[src/rtl/uart_tx_pkg.sv]
package uart_tx_pkg;

  // start + 8 data + parity + 2 stop
  localparam int FRAME_MAX = 12;
  localparam int TAIL_W    = FRAME_MAX - 1;

  typedef struct packed {
    logic [1:0] len;
    logic       par_en;
    logic       par_even;
    logic       stop2;
  } line_cfg_t;

  // bits that follow the start bit, first one at index 0
  typedef struct packed {
    logic [TAIL_W-1:0] tail;
    logic [3:0]        nbits;
  } frame_t;

  function automatic frame_t pack_frame(input logic [7:0] d, input line_cfg_t c);
    frame_t     f;
    logic [3:0] n;
    logic       p;
    int         w;
    w      = 5 + int'(c.len);
    f.tail = '1;
    n      = 4'd0;
    p      = 1'b0;
    for (int i = 0; i < 8; i++) begin
      if (i < w) begin
        f.tail[n] = d[i];
        p         = p ^ d[i];
        n         = n + 4'd1;
      end
    end
    if (c.par_en) begin
      f.tail[n] = c.par_even ? p : ~p;
      n         = n + 4'd1;
    end
    f.tail[n] = 1'b1;
    n         = n + 4'd1;
    if (c.stop2) begin
      f.tail[n] = 1'b1;
      n         = n + 4'd1;
    end
    f.nbits = n;
    return f;
  endfunction

endpackage

[src/rtl/tx_hold_fifo.sv]
module tx_hold_fifo #(
  parameter int DEPTH = 16,
  parameter int W     = 8,
  localparam int AW   = $clog2(DEPTH)
) (
  input  logic          clk,
  input  logic          rst,
  input  logic          fifo_en,
  input  logic          wr_en,
  input  logic [W-1:0]  wr_data,
  input  logic          pop,
  output logic [W-1:0]  rd_data,
  output logic [AW:0]   level,
  output logic [AW:0]   level_nxt
);

  logic [W-1:0]  mem [DEPTH];
  logic [AW-1:0] wp, rp;
  logic [AW:0]   cnt, cap;
  logic          wr_ok;

  // single-register mode is the same queue capped at one entry
  assign cap   = fifo_en ? (AW+1)'(DEPTH) : (AW+1)'(1);
  assign wr_ok = wr_en && ((cnt < cap) || pop);

  // no reset on the array so it maps onto on-chip RAM
  always_ff @(posedge clk) begin
    if (wr_ok) mem[wp] <= wr_data;
  end

  assign rd_data   = mem[rp];
  assign level     = cnt;
  assign level_nxt = cnt + (AW+1)'(wr_ok) - (AW+1)'(pop);

  always_ff @(posedge clk) begin
    if (rst) begin
      wp  <= '0;
      rp  <= '0;
      cnt <= '0;
    end else begin
      if (wr_ok) wp <= wp + AW'(1);
      if (pop)   rp <= rp + AW'(1);
      cnt <= level_nxt;
    end
  end

endmodule

[src/rtl/tx_serializer.sv]
module tx_serializer
  import uart_tx_pkg::*;
(
  input  logic      clk,
  input  logic      rst,
  input  logic      baud_tick,
  input  line_cfg_t cfg,
  input  logic      hold_avail,
  input  logic [7:0] hold_data,
  output logic      pop,
  output logic      txd,
  output logic      busy_nxt
);

  logic              busy_q, txd_q;
  logic [3:0]        sub, left;
  logic [TAIL_W-1:0] sh;
  logic              bit_end, last;
  frame_t            f;

  assign f       = pack_frame(hold_data, cfg);
  assign bit_end = busy_q && baud_tick && (sub == 4'd15);
  assign last    = bit_end && (left == 4'd0);
  assign pop     = hold_avail && (!busy_q || last);
  assign busy_nxt = pop || (busy_q && !last);
  assign txd     = txd_q;

  always_ff @(posedge clk) begin
    if (rst) begin
      busy_q <= 1'b0;
      txd_q  <= 1'b1;
      sub    <= 4'd0;
      left   <= 4'd0;
      sh     <= '1;
    end else if (pop) begin
      busy_q <= 1'b1;
      txd_q  <= 1'b0;
      sub    <= 4'd0;
      left   <= f.nbits;
      sh     <= f.tail;
    end else begin
      if (busy_q && baud_tick) sub <= sub + 4'd1;
      if (last) begin
        busy_q <= 1'b0;
        txd_q  <= 1'b1;
      end else if (bit_end) begin
        txd_q <= sh[0];
        sh    <= {1'b1, sh[TAIL_W-1:1]};
        left  <= left - 4'd1;
      end
    end
  end

endmodule

[src/rtl/uart_tx_path.sv]
module uart_tx_path
  import uart_tx_pkg::*;
#(
  parameter int DEPTH = 16,
  localparam int AW   = $clog2(DEPTH)
) (
  input  logic       clk,
  input  logic       rst,
  input  logic       wr_en,
  input  logic [7:0] wr_data,
  input  logic       fifo_en,
  input  logic [1:0] cfg_len,
  input  logic       cfg_par_en,
  input  logic       cfg_par_even,
  input  logic       cfg_stop2,
  input  logic       hold_irq_en,
  input  logic       baud_tick,
  output logic       txd,
  output logic       hold_empty,
  output logic       tx_empty,
  output logic       irq
);

  line_cfg_t   cfg;
  logic [7:0]  hold_data;
  logic [AW:0] hold_level, hold_level_nxt;
  logic        pop, busy_nxt;
  logic        hold_empty_q, tx_empty_q, irq_q;

  assign cfg = '{len: cfg_len, par_en: cfg_par_en, par_even: cfg_par_even, stop2: cfg_stop2};

  tx_hold_fifo #(.DEPTH(DEPTH), .W(8)) u_hold (
    .clk       (clk),
    .rst       (rst),
    .fifo_en   (fifo_en),
    .wr_en     (wr_en),
    .wr_data   (wr_data),
    .pop       (pop),
    .rd_data   (hold_data),
    .level     (hold_level),
    .level_nxt (hold_level_nxt)
  );

  tx_serializer u_ser (
    .clk        (clk),
    .rst        (rst),
    .baud_tick  (baud_tick),
    .cfg        (cfg),
    .hold_avail (hold_level != '0),
    .hold_data  (hold_data),
    .pop        (pop),
    .txd        (txd),
    .busy_nxt   (busy_nxt)
  );

  // flags registered from next-state terms so they line up with the data path
  always_ff @(posedge clk) begin
    if (rst) begin
      hold_empty_q <= 1'b1;
      tx_empty_q   <= 1'b1;
      irq_q        <= 1'b0;
    end else begin
      hold_empty_q <= (hold_level_nxt == '0);
      tx_empty_q   <= (hold_level_nxt == '0) && !busy_nxt;
      irq_q        <= hold_irq_en && (hold_level_nxt == '0);
    end
  end

  assign hold_empty = hold_empty_q;
  assign tx_empty   = tx_empty_q;
  assign irq        = irq_q;

endmodule

[config.mk]
export PLATFORM = sky130hd
export DESIGN_NAME = uart_tx_path
export DESIGN_NICKNAME = d
export VERILOG_FILES = /design/src/rtl/uart_tx_pkg.sv /design/src/rtl/tx_hold_fifo.sv /design/src/rtl/tx_serializer.sv /design/src/rtl/uart_tx_path.sv
export SDC_FILE = /design/constraint.sdc
export NUM_CORES = 1
export LEC_CHECK = 0
export ABC_AREA = 1
export BUFFER_PORTS_ARGS = -buffer_cell sky130_fd_sc_hd__clkbuf_2
export CORE_AREA = 4 4 141 143
export CTS_BUF_LIST = sky130_fd_sc_hd__clkbuf_2 sky130_fd_sc_hd__clkbuf_4 sky130_fd_sc_hd__clkbuf_8
export CTS_CLUSTER_DIAMETER = 80
export DETAILED_ROUTE_END_ITERATION = 8
export DIE_AREA = 0 0 145 147
export PLACE_DENSITY = 0.57
export SYNTH_ARGS = -nofsm -noshare
export SYNTH_HDL_FRONTEND = slang
export SYNTH_SLANG_ARGS = --single-unit
[constraint.sdc]
create_clock -name clk -period 4.2 [get_ports clk]
set_clock_uncertainty 0.1 [all_clocks]
set_input_delay 0.42 -clock clk [delete_from_list [all_inputs] [get_ports clk]]
set_output_delay 0.42 -clock clk [all_outputs]
set_load 0.005 [all_outputs]
==> results of run 1 <==
==> kinds of logic after synthesis <==
logic type | after synthesis | share of synthesized area
buffers and inverters | 152 | 0.07809
XOR/XNOR | 13 | 0.01460
adder cells (fa/ha/maj) | 31 | 0.04755
AO/OA/AOI/OAI | 89 | 0.06260
flip-flops | 169 | 0.5609
AND/OR/NAND/NOR | 477 | 0.2362
==> metrics by stage <==
stage / setup WS [ns] / cell area, µm²
detailed placement: 0.7098 / 8554
global route: 0.2727 / 8959
finish: 0.7104 / 8959
CTS: 0.6745 / 8959
floorplan: 1.062 / 8315
global placement: 0.7392 / 8554
==> registers in the layout (all words and copies together), names as in the netlist, named ones only <==
name	cells
u_hold.wp	4
u_hold.mem	128
u_ser.sub	4
u_hold.rp	4
u_hold.level	5
u_ser.busy_q	1
u_ser.txd	1
hold_empty	1
irq	1
tx_empty	1
u_ser.left	4
u_ser.sh	11
==> worst max-delay path, cell delays in order, from the launching register on <==
cell and delay (ns):
sky130_fd_sc_hd__dfxtp_1 0.34, sky130_fd_sc_hd__ha_1 0.22, sky130_fd_sc_hd__nand4_1 0.12, sky130_fd_sc_hd__nor2_1 0.07
sky130_fd_sc_hd__nand3_1 0.08, sky130_fd_sc_hd__nand2_1 0.07, sky130_fd_sc_hd__o21ai_1 0.12, sky130_fd_sc_hd__clkinv_1 0.46
sky130_fd_sc_hd__ha_1 0.47, sky130_fd_sc_hd__inv_1 0.05, sky130_fd_sc_hd__ha_1 0.15, sky130_fd_sc_hd__inv_1 0.05
sky130_fd_sc_hd__fa_1 0.39, sky130_fd_sc_hd__o21ai_0 0.15, sky130_fd_sc_hd__a21oi_1 0.09, sky130_fd_sc_hd__xor2_1 0.17
sky130_fd_sc_hd__nand4_1 0.17, sky130_fd_sc_hd__a21oi_1 0.15
==> power by group <==
part	internal, mW	switching, mW	total, mW	leakage (nW)
clock network	0.590	0.602	1.19	0.205
logic	0.672	1.41	2.09	2.15
registers	1.97	0.0812	2.05	1.49
==> layout by cell type (no fill, tap or decap), types with 8 or more instances in the layout <==
master	instances
sky130_fd_sc_hd__xor2_1	9
sky130_fd_sc_hd__inv_1	109
sky130_fd_sc_hd__o21ai_0	33
sky130_fd_sc_hd__clkbuf_2	22
sky130_fd_sc_hd__ha_1	30
sky130_fd_sc_hd__inv_2	8
sky130_fd_sc_hd__nand2_1	274
sky130_fd_sc_hd__clkbuf_8	17
sky130_fd_sc_hd__dfxtp_1	40
sky130_fd_sc_hd__edfxtp_1	128
sky130_fd_sc_hd__nand3_1	99
sky130_fd_sc_hd__nor2_1	85
sky130_fd_sc_hd__o21ai_1	8
sky130_fd_sc_hd__a21oi_1	22
==> layer usage <==
metal	vias up	global-route usage
met5	-	0
met3	19	0.02653
met4	0	0.05511
met1	2758	0.2662
met2	144	0.2702
li1	3066	-
==> final timing paths <==
check	endpoint	from	depth (start not counted)
worst max-delay path	tx_empty$_SDFF_PP1_	u_ser.sub[0]$_SDFFE_PP0P_	17
worst min-delay path	irq$_SDFF_PP0_	hold_irq_en	3
worst max register to register	tx_empty$_SDFF_PP1_	u_ser.sub[0]$_SDFFE_PP0P_	17
worst min register to register	flop	u_hold.rp[2]$_SDFFE_PP0P_	1
==> area by class of cell <==
type                    count  area [µm²]
well taps                 234       292.8
flip-flops and latches    169        4666
repair buffers             27       147.6
inverters                 119       446.7
multi-input cells         610        3002
clock inverters            14       170.2
clock buffers              17       234.0
fillers                  1754        9622
==> impl_summary.txt, run 1 <==
----------------------------------------------------
[Yosys]
  Main synth FF type ... sky130_fd_sc_hd__edfxtp_1
  Ranking of synthesized cells by area ... sky130_fd_sc_hd__edfxtp_1 46%, sky130_fd_sc_hd__nand2_1 12%, sky130_fd_sc_hd__dfxtp_1 9.9%
  Number of standard cells after synthesis ... around 930
  Warning count from the yosys run ... 0
  Post-synth top area share ... 0.4622
  Register area share after synthesis ... 0.5609
  Async set or reset register ratio after synthesis ... 0
  Cell area after technology mapping ... 8315 µm²
  Cell type with the largest total area after synthesis ... sky130_fd_sc_hd__edfxtp_1
  Most common cell in the synthesized netlist ... sky130_fd_sc_hd__nand2_1
  Number of nets in the synthesized netlist ... between 900 and 1000
  Syn Area/Cell ... roughly 9 µm²
  Most numerous cell types in the synthesized netlist ... 274 x sky130_fd_sc_hd__nand2_1, 128 x sky130_fd_sc_hd__edfxtp_1, 109 x sky130_fd_sc_hd__inv_1
  Synthesis-stage register bit count ... ~170
  Count of cell types in the netlist ... 40
  Post-synth EDFFs ... between 100 and 150

[Pwr]
  Total Power ... 5.328 mW
  Leakage power of the design ... around 3.8 nW
  IR drop worst, VDD ... between 0.0002 and 0.00025 V
  Cell area power density ... between 500 and 600 nW/µm²

[Critical path]
  Worst path arrival time ... 3.77 ns
  Data required time of the critical path ... between 4 and 5 ns
  Setup slack of the most critical reg-to-reg path ... roughly 0.71 ns
  Crit Path Max Fanout ... 18
  Crit. End Element ... flop
  Critical path class ... reg -> reg
  Worst Setup Start Kind ... flop

[CTS]
  Post-cts gate resize count ... 0
  Clock Sinks ... ~170
  H-tree levels ... 4
  Insertion delay of the later-clocked pin in the worst-skew pair ... approximately 0.46 ns
  Number of buffers created by CTS ... 17
  Clock transition at path regs ... roughly 0.08 ns
  Root Driver ... sky130_fd_sc_hd__clkbuf_8
  Max Buffers Root-to-Sink ... 2
  Buffers inserted by post-CTS timing repair ... 0
  Hold buffer count at CTS ... 0
  TritonCTS clock tree ... done

[STA]
  Setup-failing EPs final ... 0
  Period utilisation layout ... 0.8308
  Achievable frequency ... roughly 0.29 GHz
  Sum of negative setup slack ... 0 ns
  Worst slew margin relative to its limit ... 0.4421
  Worst-Margin Slew ... 0.8338 ns
  Minimum period implied by the final worst setup slack ... between 3 and 4 ns
  Max Slew Vio Count ... 0
  Unrepaired setup endpoints after global routing ... no
  Hold slack ... ~0.076 ns
  Number of endpoints with negative hold slack in the final report ... 0

[Drt]
  Routed Antenna Nets ... 0
  Post-route DRC violation count ... 0
  Met3 Routed Length ... between 900 and 1000 µm
  Detailed-router iteration count before antenna repair ... 6
  Average wire per cell in the routed design ... between 15 and 20 µm
  DR vias ... 5987
  Post-route met1 wirelength ... about 9000 µm
  Highest signal layer in the routed design ... met4
  Via density per instance ... roughly 5
  WL met2 ... around 8400 µm
  Iteration-0 DRC Markers ... roughly 480
  Routed WL ... 18480 µm

[Placed design]
  Routability congestion estimate from global placement ... between 0.8 and 0.9
  Hpwl dp ... approximately 12000 µm
  Port-buffer cells ... 22
  Total instance count after detailed placement ... 1159

[Global routing]
  Antenna violations before repair ... 0
  Final global-route overflow total ... 0
  Vias in the first global route ... approximately 5500
  Global-route wire length before repair ... ~30000 µm
  Total routing resource utilization after global routing ... 0.1784
  Pin count of the biggest net entering global routing ... 65

[Final layout]
  Non-filler cells in the finished layout ... 1190
  P&R area growth vs syn ... 7.734%
  Post-layout utilization of the core ... 0.4822
  Diodes inserted ... 0
  Number of nets at the end of the flow ... 994
  Layout cell share with drive strength beyond 1 ... 0.08054

[Die]
  Starting density of the core ... 0.4475
  Die W ... approximately 150 µm
  Num ports ... 23
  Number of rows created at floorplan ... 50
  DIE AREA ... between 20000 and 25000 µm²
  Die Span Y ... 147 µm
  Floorplan core area ... approximately 19000 µm²

[Hold path]
  Class of the tightest hold or removal check ... in -> reg

[Flow run]
  Total of max-cap violations ... 0

[Outcome]
  Run status ... complete, no violations

----------------------------------------------------
No activity file was read; power rests on OpenSTA's default activity.
==> inputs of run 2 (changes only) <==
==> constraint.sdc (replaced) <==
create_clock -name clk -period 3.3 [get_ports clk]
set_clock_uncertainty 0.1 [all_clocks]
set_input_delay 0.33 -clock clk [delete_from_list [all_inputs] [get_ports clk]]
set_output_delay 0.33 -clock clk [all_outputs]
set_load 0.005 [all_outputs]
==> impl_summary.txt, run 2 (synthesized netlist as in run 1, its figures left out) <==
----------------------------------------------------
[Outcome]
  Run status ... complete, no violations

[Final layout]
  Flip-flop count of the largest register, all copies and words added ... 128 (unchanged)
  Post-layout utilization of the core ... 0.4945 (+0.01239)
  Most frequent cells in the layout ... 274 x sky130_fd_sc_hd__nand2_1, 128 x sky130_fd_sc_hd__edfxtp_1, 108 x sky130_fd_sc_hd__inv_1
  Fillers ... 1736 (-1.0%)
  Diodes inserted ... 0 (unchanged)
  Register containing the most flip-flops in the final layout ... u_hold.mem
  Most common cell after layout, fill and taps aside ... sky130_fd_sc_hd__nand2_1
  Sequential standard cell area ... 4667 µm² (about the same)
  P&R area growth vs syn ... 10.50%
  Final non-filler cell area ... 9189 µm² (+2.6%)
  Layout cell share with drive strength beyond 1 ... 0.1119 (+0.03136)
  Area of the multi-input gates ... 3008 µm² (+0.21%)
  Number of nets at the end of the flow ... 1020 (+2.6%)

[Critical path]
  Crit-path cells ... ha_1 > nand4_1 > nor2_2 > nand3_1 > nand2_1 > o21ai_2 > clkinv_1 > ha_1 > inv_1 > ha_1 > inv_1 > fa_1 > o21ai_0 > a21oi_1 > xor2_1 > nand4_1 > a21oi_1
  Worst reg-to-reg path cell count ... 17 (unchanged)
  Count of buffer and inverter cells on the critical path ... 3 (unchanged)
  Max stage delay cell, worst path ... sky130_fd_sc_hd__fa_1
  CP top delay family ... adder cells
  Peak per-stage delay on the critical path ... 0.39 ns (-0.08 ns)
  Data required time of the critical path ... 3.57 ns (-0.91 ns)
  Crit Path Max Fanout ... 3 (-15)
  Most repeated library cell on the critical path ... sky130_fd_sc_hd__ha_1
  WP depth ... 17 (unchanged)
  Reg2Reg Capture Point ... tx_empty$_SDFF_PP1_
  Start of the worst register-to-register path ... u_ser.sub[1]$_SDFFE_PP0P_
  Setup slack of the most critical reg-to-reg path ... 0.27 ns (-0.44 ns)
  Critical path class ... reg -> reg
  Worst path arrival time ... 3.29 ns (-0.48 ns)
  Crit. End Element ... flop
  Worst Setup Start Kind ... flop

[STA]
  Sum of negative setup slack ... 0 ns (unchanged)
  Worst slew margin relative to its limit ... 0.5306 (+0.08856)
  Setup-failing EPs final ... 0 (unchanged)
  Achievable frequency ... 0.3304 GHz (+15%)
  Setup WS post-layout ... 0.2733 ns (-0.4371 ns)
  Number of endpoints with negative hold slack in the final report ... 0 (unchanged)
  Minimum period implied by the final worst setup slack ... 3.027 ns (-0.4629 ns)
  Max Slew Vio Count ... 0 (unchanged)
  Unrepaired setup endpoints after global routing ... no
  Period utilisation layout ... 0.9172 (+0.08633)
  Worst-Margin Slew ... 0.7033 ns (-0.1305 ns)

[Placed design]
  Pre-CTS worst setup slack ... 0.2388 ns (-0.4709 ns)
  Hpwl dp ... 12510 µm (+4.4%)
  Post-DP Area ... 8752 µm² (+2.3%)
  Routability congestion estimate from global placement ... 0.8940 (+3.0%)
  Port-buffer cells ... 22 (unchanged)

[Die]
  Floorplan core area ... 18580 µm² (unchanged)
  DIE AREA ... 21320 µm² (unchanged)
  Die W ... 145 µm (unchanged)
  Die Span Y ... 147 µm (unchanged)
  Starting density of the core ... 0.4475 (unchanged)
  Number of rows created at floorplan ... 50 (unchanged)
  Num ports ... 23 (unchanged)

[Pwr]
  Share of total power in sequential cells ... 0.381 (-0.004)
  Clock power frac ... 0.217 (-0.007)
  Net Sw Frac ... 0.3989 (+0.005437)
  Leakage power of the design ... 3.993 nW (+3.9%)
  Internal Pwr Total ... 4.145 mW (+28%)
  Switching power ... 2.751 mW (+31%)
  Proportion of power drawn by combinational gates ... 0.402 (+0.010)
  IR drop worst, VDD ... 0.0002876 V (+19%)
  Cell area power density ... 750.4 nW/µm² (+26%)

[Global routing]
  Vias in the first global route ... 5670 (+2.3%)
  Total routing resource utilization after global routing ... 0.1828 (+0.004384)
  Final global-route overflow total ... 0 (unchanged)
  Antenna violations before repair ... 0 (unchanged)
  Global-route wire length before repair ... 30720 µm (+2.1%)
  Pin count of the biggest net entering global routing ... 65 (unchanged)

[CTS]
  Max Buffers Root-to-Sink ... 2 (unchanged)
  Clock transition at path regs ... 0.08 ns (about the same)
  H-tree levels ... 4 (unchanged)
  Insertion delay of the later-clocked pin in the worst-skew pair ... 0.45 ns (about the same)
  Number of buffers created by CTS ... 17 (unchanged)
  TritonCTS clock tree ... done
  Clock Sinks ... 169 (unchanged)
  Root Driver ... sky130_fd_sc_hd__clkbuf_8

[Flow run]
  Total of max-cap violations ... 0 (unchanged)

[Drt]
  Detailed-router iteration count before antenna repair ... 5 (-1)
  Routed WL ... 18970 µm (+2.7%)
  Via density per instance ... 5.013 (-0.36%)
  Highest signal layer in the routed design ... met4
  Routed Antenna Nets ... 0 (unchanged)
  Post-route DRC violation count ... 0 (unchanged)
  Iteration-0 DRC Markers ... 462 (-4.0%)
  Average wire per cell in the routed design ... 15.59 µm (+0.40%)
  WL met2 ... 8522 µm (+2.0%)
  Met3 Routed Length ... 759 µm (-18%)
  Post-route met1 wirelength ... 9270 µm (+3.3%)
  DR vias ... 6101 (+1.9%)

[Hold path]
  WHS Endpoint ... u_ser.sub[1]$_SDFFE_PP0P_
  Number of cells on the worst hold path ... 3 (unchanged)
  Beginning of the worst hold path ... baud_tick
  Class of the tightest hold or removal check ... in -> reg

----------------------------------------------------
==> run 2: stage by stage <==
stage | power [mW] | hold WS, ns | cells
floorplan | 4.748 | 0.3198 | 931
detailed placement | 5.451 | 0.3601 | 1182
CTS | 6.950 | 0.05794 | 1215
finish | 6.895 | 0.09138 | 1217
global route | 7.455 | 0.07539 | 1217
global placement | 5.427 | 0.3574 | 1182
==> run 2: worst reg2reg max path: stages, from the launching register on <==
cell,delay [ns]
sky130_fd_sc_hd__dfxtp_1,0.36
sky130_fd_sc_hd__ha_1,0.17
sky130_fd_sc_hd__nand4_1,0.13
sky130_fd_sc_hd__nor2_2,0.17
sky130_fd_sc_hd__nand3_1,0.08
sky130_fd_sc_hd__nand2_1,0.11
sky130_fd_sc_hd__o21ai_2,0.09
sky130_fd_sc_hd__clkinv_1,0.07
sky130_fd_sc_hd__ha_1,0.21
sky130_fd_sc_hd__inv_1,0.05
sky130_fd_sc_hd__ha_1,0.16
sky130_fd_sc_hd__inv_1,0.05
sky130_fd_sc_hd__fa_1,0.39
sky130_fd_sc_hd__o21ai_0,0.18
sky130_fd_sc_hd__a21oi_1,0.10
sky130_fd_sc_hd__xor2_1,0.21
sky130_fd_sc_hd__nand4_1,0.17
sky130_fd_sc_hd__a21oi_1,0.15
==> run 2: timing repair <==
action,4_1_cts,5_1_grt
hold endpoints to repair,1,0
hold buffers,1,0
resized for setup,0,4
endpoints found under the setup margin,0,3
setup buffers,0,2
==> run 2: worst max path at each step <==
stage / start / to / slack (ns)
floorplan: u_ser.sub[0]$_SDFFE_PP0P_ / tx_empty$_SDFF_PP1_ / 0.16
global placement: u_ser.sub[0]$_SDFFE_PP0P_ / tx_empty$_SDFF_PP1_ / 0.35
detailed placement: u_ser.sub[0]$_SDFFE_PP0P_ / tx_empty$_SDFF_PP1_ / 0.24
CTS: u_ser.sub[0]$_SDFFE_PP0P_ / tx_empty$_SDFF_PP1_ / 0.21
global route: u_ser.sub[1]$_SDFFE_PP0P_ / tx_empty$_SDFF_PP1_ / 0.02
finish: u_ser.sub[1]$_SDFFE_PP0P_ / tx_empty$_SDFF_PP1_ / 0.27
==> run 2: power by group through the flow <==
stage	registers [mW]	clock network, mW	logic, mW
floorplan	2.64	0	2.11
global placement	2.67	0	2.76
global route	2.65	1.63	3.18
detailed placement	2.67	0	2.78
finish	2.62	1.50	2.77
CTS	2.62	1.53	2.79
==> run 2: layout make-up <==
type | instances | share of cell area
repair buffers | 53 | 0.04031
well taps | 234 | 0.03186
flip-flops and latches | 169 | 0.5079
inverters | 119 | 0.04861
multi-input cells | 610 | 0.3273
clock inverters | 14 | 0.01770
clock buffers | 18 | 0.02628
==> run 2: per-layer routing <==
| layer | track usage | vias up |
|---|---|---|
| met1 | 0.2608 | 2814 |
| met5 | 0 | - |
| met3 | 0.03393 | 32 |
| li1 | - | 3124 |
| met4 | 0.06033 | 0 |
| met2 | 0.2838 | 131 |
